### src/rtl/async_rx_pkg.sv
package async_rx_pkg;
  typedef enum logic [2:0] {
    ST_IDLE,
    ST_START,
    ST_DATA,
    ST_STOP,
    ST_WAIT_HI
  } rx_state_e;
endpackage

### src/rtl/rx_framer.sv
module rx_framer import async_rx_pkg::*; #(
  parameter int OSR      = 16,
  parameter int MAX_BITS = 9
) (
  input  logic                clk_i,
  input  logic                rst_ni,
  input  logic                tick_i,
  input  logic                rxd_i,
  input  logic                len9_i,
  output logic                wr_o,
  output logic [MAX_BITS-1:0] word_o
);
  localparam int CNT_W = $clog2(OSR);
  localparam int IDX_W = $clog2(MAX_BITS);
  localparam logic [CNT_W-1:0] CNT_HALF = CNT_W'(OSR/2 - 1);
  localparam logic [CNT_W-1:0] CNT_FULL = CNT_W'(OSR - 1);

  rx_state_e          state_q;
  logic [CNT_W-1:0]   cnt_q;
  logic [IDX_W-1:0]   idx_q;
  logic [IDX_W-1:0]   last_idx;
  logic [MAX_BITS-1:0] word_q;

  assign last_idx = len9_i ? IDX_W'(MAX_BITS-1) : IDX_W'(MAX_BITS-2);
  assign wr_o     = tick_i && (state_q == ST_STOP) && (cnt_q == CNT_FULL) && rxd_i;
  assign word_o   = word_q;

  always_ff @(posedge clk_i or negedge rst_ni) begin
    if (!rst_ni) begin
      state_q <= ST_IDLE;
      cnt_q   <= '0;
      idx_q   <= '0;
      word_q  <= '0;
    end else if (tick_i) begin
      unique case (state_q)
        ST_IDLE: if (!rxd_i) begin
          state_q <= ST_START;
          cnt_q   <= '0;
        end
        ST_START: begin
          if (cnt_q == CNT_HALF) begin
            cnt_q <= '0;
            if (rxd_i) state_q <= ST_IDLE;   // false start
            else begin
              state_q <= ST_DATA;
              idx_q   <= '0;
              word_q  <= '0;
            end
          end else cnt_q <= cnt_q + 1'b1;
        end
        ST_DATA: begin
          if (cnt_q == CNT_FULL) begin
            cnt_q         <= '0;
            word_q[idx_q] <= rxd_i;
            if (idx_q == last_idx) state_q <= ST_STOP;
            else idx_q <= idx_q + 1'b1;
          end else cnt_q <= cnt_q + 1'b1;
        end
        ST_STOP: begin
          if (cnt_q == CNT_FULL) begin
            cnt_q   <= '0;
            state_q <= rxd_i ? ST_IDLE : ST_WAIT_HI;
          end else cnt_q <= cnt_q + 1'b1;
        end
        ST_WAIT_HI: if (rxd_i) state_q <= ST_IDLE;
        default: state_q <= ST_IDLE;
      endcase
    end
  end
endmodule

### src/rtl/rx_break_det.sv
module rx_break_det #(
  parameter int OSR        = 16,
  parameter int BREAK_BITS = 11
) (
  input  logic clk_i,
  input  logic rst_ni,
  input  logic tick_i,
  input  logic rxd_i,
  output logic brk_o
);
  localparam int THR   = OSR * BREAK_BITS;
  localparam int CNT_W = $clog2(THR + 1);
  localparam logic [CNT_W-1:0] THR_C  = CNT_W'(THR);
  localparam logic [CNT_W-1:0] THR_M1 = CNT_W'(THR - 1);

  logic [CNT_W-1:0] low_q;
  logic             brk_q;

  assign brk_o = brk_q;

  always_ff @(posedge clk_i or negedge rst_ni) begin
    if (!rst_ni) begin
      low_q <= '0;
      brk_q <= 1'b0;
    end else if (tick_i) begin
      if (rxd_i) begin
        low_q <= '0;
        brk_q <= 1'b0;
      end else begin
        if (low_q < THR_C) low_q <= low_q + 1'b1;
        if (low_q >= THR_M1) brk_q <= 1'b1;
      end
    end
  end
endmodule

### src/rtl/rx_fifo.sv
module rx_fifo #(
  parameter int WIDTH = 9,
  parameter int DEPTH = 4,
  localparam int PTR_W  = (DEPTH > 1) ? $clog2(DEPTH) : 1,
  localparam int FILL_W = $clog2(DEPTH + 1)
) (
  input  logic              clk_i,
  input  logic              rst_ni,
  input  logic              wr_i,
  input  logic [WIDTH-1:0]  wdata_i,
  input  logic              rd_i,
  output logic [WIDTH-1:0]  rdata_o,
  output logic [FILL_W-1:0] fill_o
);
  localparam logic [PTR_W-1:0]  PTR_LAST = PTR_W'(DEPTH - 1);
  localparam logic [FILL_W-1:0] FILL_MAX = FILL_W'(DEPTH);

  logic [WIDTH-1:0]  mem_q [DEPTH];
  logic [PTR_W-1:0]  wp_q, rp_q;
  logic [FILL_W-1:0] fill_q;
  logic              push, pop;

  assign push    = wr_i && (fill_q != FILL_MAX);
  assign pop     = rd_i && (fill_q != '0);
  assign rdata_o = mem_q[rp_q];
  assign fill_o  = fill_q;

  always_ff @(posedge clk_i or negedge rst_ni) begin
    if (!rst_ni) begin
      wp_q   <= '0;
      rp_q   <= '0;
      fill_q <= '0;
    end else begin
      if (push) wp_q <= (wp_q == PTR_LAST) ? '0 : wp_q + 1'b1;
      if (pop)  rp_q <= (rp_q == PTR_LAST) ? '0 : rp_q + 1'b1;
      if (push && !pop)      fill_q <= fill_q + 1'b1;
      else if (pop && !push) fill_q <= fill_q - 1'b1;
    end
  end

  always_ff @(posedge clk_i) begin
    if (push) mem_q[wp_q] <= wdata_i;
  end
endmodule

### src/rtl/async_rx_break.sv
module async_rx_break #(
  parameter int OSR        = 16,
  parameter int MAX_BITS   = 9,
  parameter int BREAK_BITS = 11,
  parameter int DEPTH      = 4,
  parameter int NEAR_FULL  = 2
) (
  input  logic                clk_i,
  input  logic                rst_ni,
  input  logic                tick_i,
  input  logic                rxd_i,
  input  logic                len9_i,
  input  logic                rd_en_i,
  output logic [MAX_BITS-1:0] rd_data_o,
  output logic                rd_valid_o,
  output logic                ready_o,
  output logic                break_o
);
  localparam int FILL_W = $clog2(DEPTH + 1);
  localparam logic [FILL_W-1:0] NEAR_C = FILL_W'(NEAR_FULL);

  logic                wr_en;
  logic [MAX_BITS-1:0] wr_word;
  logic [FILL_W-1:0]   fill;

  rx_framer #(.OSR(OSR), .MAX_BITS(MAX_BITS)) u_framer (
    .clk_i (clk_i),
    .rst_ni(rst_ni),
    .tick_i(tick_i),
    .rxd_i (rxd_i),
    .len9_i(len9_i),
    .wr_o  (wr_en),
    .word_o(wr_word)
  );

  rx_break_det #(.OSR(OSR), .BREAK_BITS(BREAK_BITS)) u_break (
    .clk_i (clk_i),
    .rst_ni(rst_ni),
    .tick_i(tick_i),
    .rxd_i (rxd_i),
    .brk_o (break_o)
  );

  rx_fifo #(.WIDTH(MAX_BITS), .DEPTH(DEPTH)) u_fifo (
    .clk_i  (clk_i),
    .rst_ni (rst_ni),
    .wr_i   (wr_en),
    .wdata_i(wr_word),
    .rd_i   (rd_en_i),
    .rdata_o(rd_data_o),
    .fill_o (fill)
  );

  assign rd_valid_o = (fill != '0);
  assign ready_o    = rst_ni && (fill < NEAR_C);
endmodule

### config.mk
export PLATFORM = sky130hd
export DESIGN_NAME = async_rx_break
export DESIGN_NICKNAME = d
export VERILOG_FILES = /design/src/rtl/async_rx_pkg.sv /design/src/rtl/rx_framer.sv /design/src/rtl/rx_break_det.sv /design/src/rtl/rx_fifo.sv /design/src/rtl/async_rx_break.sv
export SDC_FILE = /design/constraint.sdc
export NUM_CORES = 1
export LEC_CHECK = 0
export BUFFER_PORTS_ARGS = -buffer_cell sky130_fd_sc_hd__buf_2
export CORE_AREA = 4 4 78 80
export CTS_BUF_LIST = sky130_fd_sc_hd__clkbuf_2 sky130_fd_sc_hd__clkbuf_4 sky130_fd_sc_hd__clkbuf_8
export DETAILED_ROUTE_END_ITERATION = 7
export DIE_AREA = 0 0 82 84
export PLACE_DENSITY = 0.93
export SYNTH_ARGS = -nofsm -noshare
export SYNTH_HDL_FRONTEND = slang
export SYNTH_SLANG_ARGS = --single-unit
### constraint.sdc
create_clock -name clk_i -period 6.07 [get_ports clk_i]
set_input_delay 0 -clock clk_i [delete_from_list [all_inputs] [get_ports clk_i]]
set_output_delay 0 -clock clk_i [all_outputs]
set_load 0.01 [all_outputs]
Yosys cells after proc, flatten, opt, wreduce, memory -nomap -nowiden:

Memories as Yosys holds them, arrays and structs flattened.
Cells that the tools add are included.

* register bits: 36
* bits in writable memories: 36
* input port bits: 6
* word-level logic and storage cells: 100
* memories: 1

* $add $sub $neg: 7
* order comparisons: 5
* eq/ne operators: 18
* mux-type cells: 35
* reduce and logical (&&, ||, !) cells: 25

Memories
* u_fifo.mem_q: words 4, width 9, rd ports 1, clocked after memory_dff 0, write ports 1, line rx_fifo.sv:18 `logic [WIDTH-1:0] mem_q [DEPTH];`

Operators with widths (count)
* $mux 4: 7
* $mux 3: 9
* $mux 9: 3
* $pmux 9 s2: 1
* $mux 8: 2
* $pmux 3 s5: 1
* $pmux 4 s3: 1
* $ne 2x2->1 const B: 5
* $bwmux 9: 1
* $logic_and 1x1->1: 9
* $add 4x1->4 const B: 2
* $add 8x1->8 const B: 1
* $ge 8x8->1 const B: 1
* $lt 8x8->1 const B: 1
* $pmux 4 s2: 1
* $reduce_bool 2->1: 4
* $reduce_and 7->1: 1
* $eq 3x2->1 const B: 2
* $mux 2: 3
* $ne 2x1->1 const B: 3
* $reduce_and 6->1: 1
* $reduce_bool 3->1: 2
* $lt 4x5->1 const B: 1
* $mux 1: 5
* 19 further kinds: 23

Longest topological paths before layout:

* depth in word-level cells: 9
* mapped depth: 11

Cells and area by module:

Synthesis repeated with hierarchy kept, for this count alone.

* cells, all modules: 276
* area, all modules: 3593.4 µm²

By module, submodules not included
* rx_fifo: times used 1, cells an instance 82, area each 1756.7 µm², seq. area each 1256.2 µm²
* rx_framer: times used 1, cells an instance 134, area each 1222.4 µm², seq. area each 500.5 µm²
* rx_break_det: times used 1, cells an instance 58, area each 600.6 µm², seq. area each 225.2 µm²
* async_rx_break: times used 1, cells an instance 2, area each 13.8 µm², seq. area each 0.0 µm²

Worst setup path before layout:

No wires, ideal clock.

* path type: register -> register
* start point: reg u_framer.cnt_q[0]
* end point: reg u_fifo.fill_q[2] (netlist: u_fifo.fill_o[2])
* arrival: 2080 ps
* required time: 5991 ps
* setup slack: 3911 ps
* stages on the path, launching flop included: 10
* path buffers: 0
* clock period less this slack: 2159 ps
* path through: dfrtp_1 ha_1 nand4_1 a211oi_4 ha_1 inv_1 fa_1 xor2_1 nor2_1 xor2_1

* cells in the longest elaborated chain, start to end: 7

RTL lines
* start, declared: line rx_framer.sv:19 `logic [CNT_W-1:0] cnt_q;`
* start signal, assigned: line rx_framer.sv:49 `end else cnt_q <= cnt_q + 1'b1;`
* start signal, assigned: line rx_framer.sv:57 `end else cnt_q <= cnt_q + 1'b1;`
* start signal, assigned: line rx_framer.sv:63 `end else cnt_q <= cnt_q + 1'b1;`
* $eq 4x4->1 (*): line rx_framer.sv:25 `assign wr_o = tick_i && (state_q == ST_STOP) && (cnt_q == CNT_FULL) && rxd_i;`
* $logic_and 1x1->1 (*) (2 in a row): line rx_framer.sv:25
* $logic_and 1x1->1 (*): line rx_fifo.sv:23 `assign push = wr_i && (fill_q != FILL_MAX);`
* net u_fifo.push: line rx_fifo.sv:21 `logic push, pop;`
* $logic_not 1->1: line rx_fifo.sv:37 `else if (pop && !push) fill_q <= fill_q - 1'b1;`
* $logic_and 1x1->1: line rx_fifo.sv:37
* $reduce_bool 2->1 (no source line)
* end signal, assigned: line rx_fifo.sv:36 `if (push && !pop) fill_q <= fill_q + 1'b1;`
* end signal, assigned: line rx_fifo.sv:37
* end, declared: line rx_fifo.sv:20 `logic [FILL_W-1:0] fill_q;`

Mark *: on every way through the listed nets, which the timed path passes. The rest lies on a longest branch.
A chain may end at the register's enable or synchronous reset.

Worst setup path after layout:

* start point: in rxd_i
* end point: reg u_fifo.fill_q[2] (netlist: u_fifo.fill_o[2])

* cells in the longest elaborated chain, start to end: 5

RTL lines
* start, declared: line async_rx_break.sv:11 `input logic rxd_i,`
* $logic_and 1x1->1 (*): line rx_framer.sv:25
* $logic_and 1x1->1 (*): line rx_fifo.sv:23
* net u_fifo.push: line rx_fifo.sv:21
* $logic_not 1->1: line rx_fifo.sv:37
* $logic_and 1x1->1: line rx_fifo.sv:37
* $reduce_bool 2->1 (no source line)

Marks and branches as above.

==> key figures <==
Status
  • Status: finished, final reports clean

Clock tree
  • Clock transition at path regs: 0.07 ns
  • CTS buffer count: 9
  • Setup Buffers After CTS: 0
  • TritonCTS clock tree: done
  • Root Buffer: clkbuf_8
  • Clock H-tree levels: 3
  • Total clock sinks: 72
  • Clk buf depth: 2
  • Worst skew pair latency: 0.34 ns

Setup path
  • WP data required: 6.34 ns
  • Setup crit start: rxd_i
  • Reg-to-reg startpoint: u_framer.cnt_q[3]
  • FF-to-FF setup slack: 3.66 ns
  • Max incr delay on CP: 0.53 ns
  • Critical-path cell list: dlygate4sd3_1 -> buf_2 -> and2_1 -> nand4_1 -> a211oi_4 -> ha_1 -> inv_1 -> fa_1 -> xor2_1 -> nor2_1 -> xor2_1
  • Critical path's most frequent cell: xor2_1
  • Arrival time at the worst endpoint: 2.81 ns
  • Startpoint types: input pin
  • Worst R2R Path Depth: 8
  • Slowest CP cell: dlygate4sd3_1
  • Worst setup EP type: flop
  • Crit-path max FO: 11
  • Worst Path Class, Setup: in -> reg
  • Reg-to-reg critical path endpoint: u_fifo.fill_o[2]

STA
  • Rel. slew slack: 45.4%
  • Hold Violations, Final: 0
  • Hold Slack: 0.0763 ns
  • Clock period minus final worst setup slack: 2.54 ns
  • TNS Setup: 0 ns
  • Worst-margin pin slew: 0.820 ns
  • Worst setup margin: 3.53 ns
  • Unrepaired setup endpoints after global routing: no
  • Endpoints failing setup: 0
  • Upper clock frequency limit: 0.394 GHz
  • Tcrit/Tclk final: 41.8%
  • Slew Viols, Final: 0
  • Final Skew: 0.00909 ns

Min path
  • Hold Path Class: in -> reg
  • Hold_sp: rd_en_i
  • Hold Path Sink: u_fifo.rp_q[0]
  • Hold Crit Depth: 3

Detailed routing
  • Initial DRC count: 137
  • DR pass1 iterations: 4
  • Post-detailed-routing wire length: 6120 µm
  • Via/cell ratio: 6.06
  • Routed wire per std cell: 17.3 µm
  • DRC: 0
  • Post-DRT Antenna Nets: 0
  • Via count: 2144

Yosys
  • Unique cell type count in the Yosys netlist: 54
  • Cells after synthesis: 258
  • Synth Area in Compound Gates: 13.1%
  • Post-Synth Simple-Gate Area: 11.2%
  • Syn Nets: 277
  • Sequential share of the synthesized area: 57.3%
  • Mux cell area share after synthesis: 8.73%
  • XOR/XNOR Fraction of Synth Area: 2.28%
  • Post-Synthesis Cell Area: 0.00346 mm²
  • Post-synth EDFFs: 36
  • Post-synth top area cell: edfxtp_1
  • Leading post-synthesis cells by cell area: edfxtp_1 (31%), dfrtp_1 (26%), mux4_2 (5.9%)
  • Ys flop type: edfxtp_1
  • Number of synthesis warnings: 0
  • #FFs+latches synth: 72
  • Async SR Flop Fraction: 50.0%
  • Synth Area per Inst: 13.4 µm²
  • Combinational family with the most area after synthesis: compound AO/OA/AOI/OAI gates
  • Synth Area in Adders: 4.92%
  • Yosys top cell area share: 31.3%

Finish
  • Ant diodes: 0
  • Fin util: 69.7%
  • Share of layout cells above drive strength 1: 20.2%
  • Fin cells: 354
  • Nets@finish: 296
  • Area delta synth->final: 9.05%
  • Commonest non-fill, non-tap cells in the layout: dfrtp_1 (36), edfxtp_1 (36), buf_2 (17), nor2_1 (14), ha_1 (12)
  • Fill count: 385

Global routing
  • Global Route Usage Sum: 20.1%
  • First-pass GRT wire length: 10500 µm
  • Largest net degree at the start of global routing: 38
  • Total gr overflow: 0
  • Antenna violations before repair: 0
  • Vias in the first global route: 2185

Placed design
  • I/O Buffers: 17
  • Placed cells: 336
  • RePlAce Congestion: 0.856
  • Post-DP HPWL: 4230 µm
  • Place WS: 3.62 ns

Floorplanning
  • Core Region: 0.00541 mm²
  • Die area: 0.00689 mm²
  • Overall die height: 84 µm
  • Die Wd: 82 µm
  • Ports: 18
  • Rows: 27
  • Starting density of the core: 63.9%

Power and ir drop
  • Leakage: 1.54 nW
  • Maximum vdd drop: 0.206 mV
  • PD cells: 382 mW/mm²

Run
  • Max_cap viols: 0
per-layer routing:
metal  vias to the layer above  wire length [µm]  track usage (%)  share of wire, %
met4                         0               117             7.85               1.9
met5                         -                 0                0                 0
met3                        14               234             4.75               3.8
met1                      1068              2600             25.6                43
li1                       1023                 -                -                 -
met2                        39              3170             32.6                52
state kept, by name, indices dropped and copies added (netlist names):
signal / count
u_fifo.mem_q: 36
u_framer.word_o: 9
u_break.low_q: 8
u_framer.cnt_q: 4
u_framer.idx_q: 4
u_fifo.fill_o: 3
u_framer.state_q: 3
u_fifo.rp_q: 2
u_fifo.wp_q: 2
u_break.brk_o: 1
area by class of cell:
type / count / area, µm² / area share (%)
clock buffer: 10 / 131 / 3.49
sequential: 72 / 1980 / 52.6
multi-input combinational: 166 / 1390 / 36.9
timing repair buffer: 19 / 105 / 2.79
clock inverter: 6 / 36.3 / 0.963
tap: 72 / 90.1 / 2.39
inverter: 9 / 33.8 / 0.896
where the power goes:
part           switching [mW]  internal, mW
combinational           0.204         0.212
clock                   0.173         0.151
sequential              0.116         0.584
worst max-delay path, delay by kind of cell:
family | cells | cell delay, ns
buf+inv | 3 | 0.80
fa+ha+maj | 2 | 0.62
xor+xnor | 2 | 0.32
compound gates | 1 | 0.39
simple gates | 3 | 0.67
synthesized netlist by cell type, drive strengths merged, types with 2 or more instances:
library cell,count
xor2,7
a21oi,6
nand2b,2
inv,9
a21o,11
mux2i,3
nand3,11
nand3b,2
a311o,2
mux4,9
a31oi,2
ha,12
edfxtp,36
o2111ai,3
nor2,14
nor2b,4
xnor2,2
or3,2
nand2,9
dfrtp,36
clkbuf,5
a211oi,2
nor3,2
nand4b,2
buf,6
and3,5
and2,7
a31o,2
o21ai,7
a22o,9
o31ai,3
nor3b,4
mux2,5
o211ai,3
metrics by stage:
| stage | instance area (µm²) | total power [mW] |
|---|---|---|
| floorplan | 3460 | 1.02 |
| global placement | 3580 | 1.10 |
| detailed placement | 3580 | 1.12 |
| CTS | 3770 | 1.45 |
| global route | 3770 | 1.54 |
| finish | 3770 | 1.44 |
kinds of logic (layout without fill, tap and decap cells):
family,Yosys count,after routing
flops,72,72
simple gates,69,69
compound gates,58,58
buf+inv,20,44
mux,17,17
fa+ha+maj,13,13
xor+xnor,9,9
worst max path at each step:
stage	to	slack, ns	cells after the start
finish	u_fifo.fill_o[2]	3.53	11
global route	u_fifo.fill_o[2]	3.25	11
global placement	u_fifo.fill_o[2]	3.74	8
detailed placement	u_fifo.fill_o[2]	3.62	8
CTS	u_fifo.fill_o[2]	3.52	11
floorplan	u_fifo.fill_o[2]	3.91	9
what timing repair did:
action	CTS	global route
resized for setup	0	0
hold endpoints to repair	37	0
hold buffers	2	0
(Power assumes the default switching activity.)
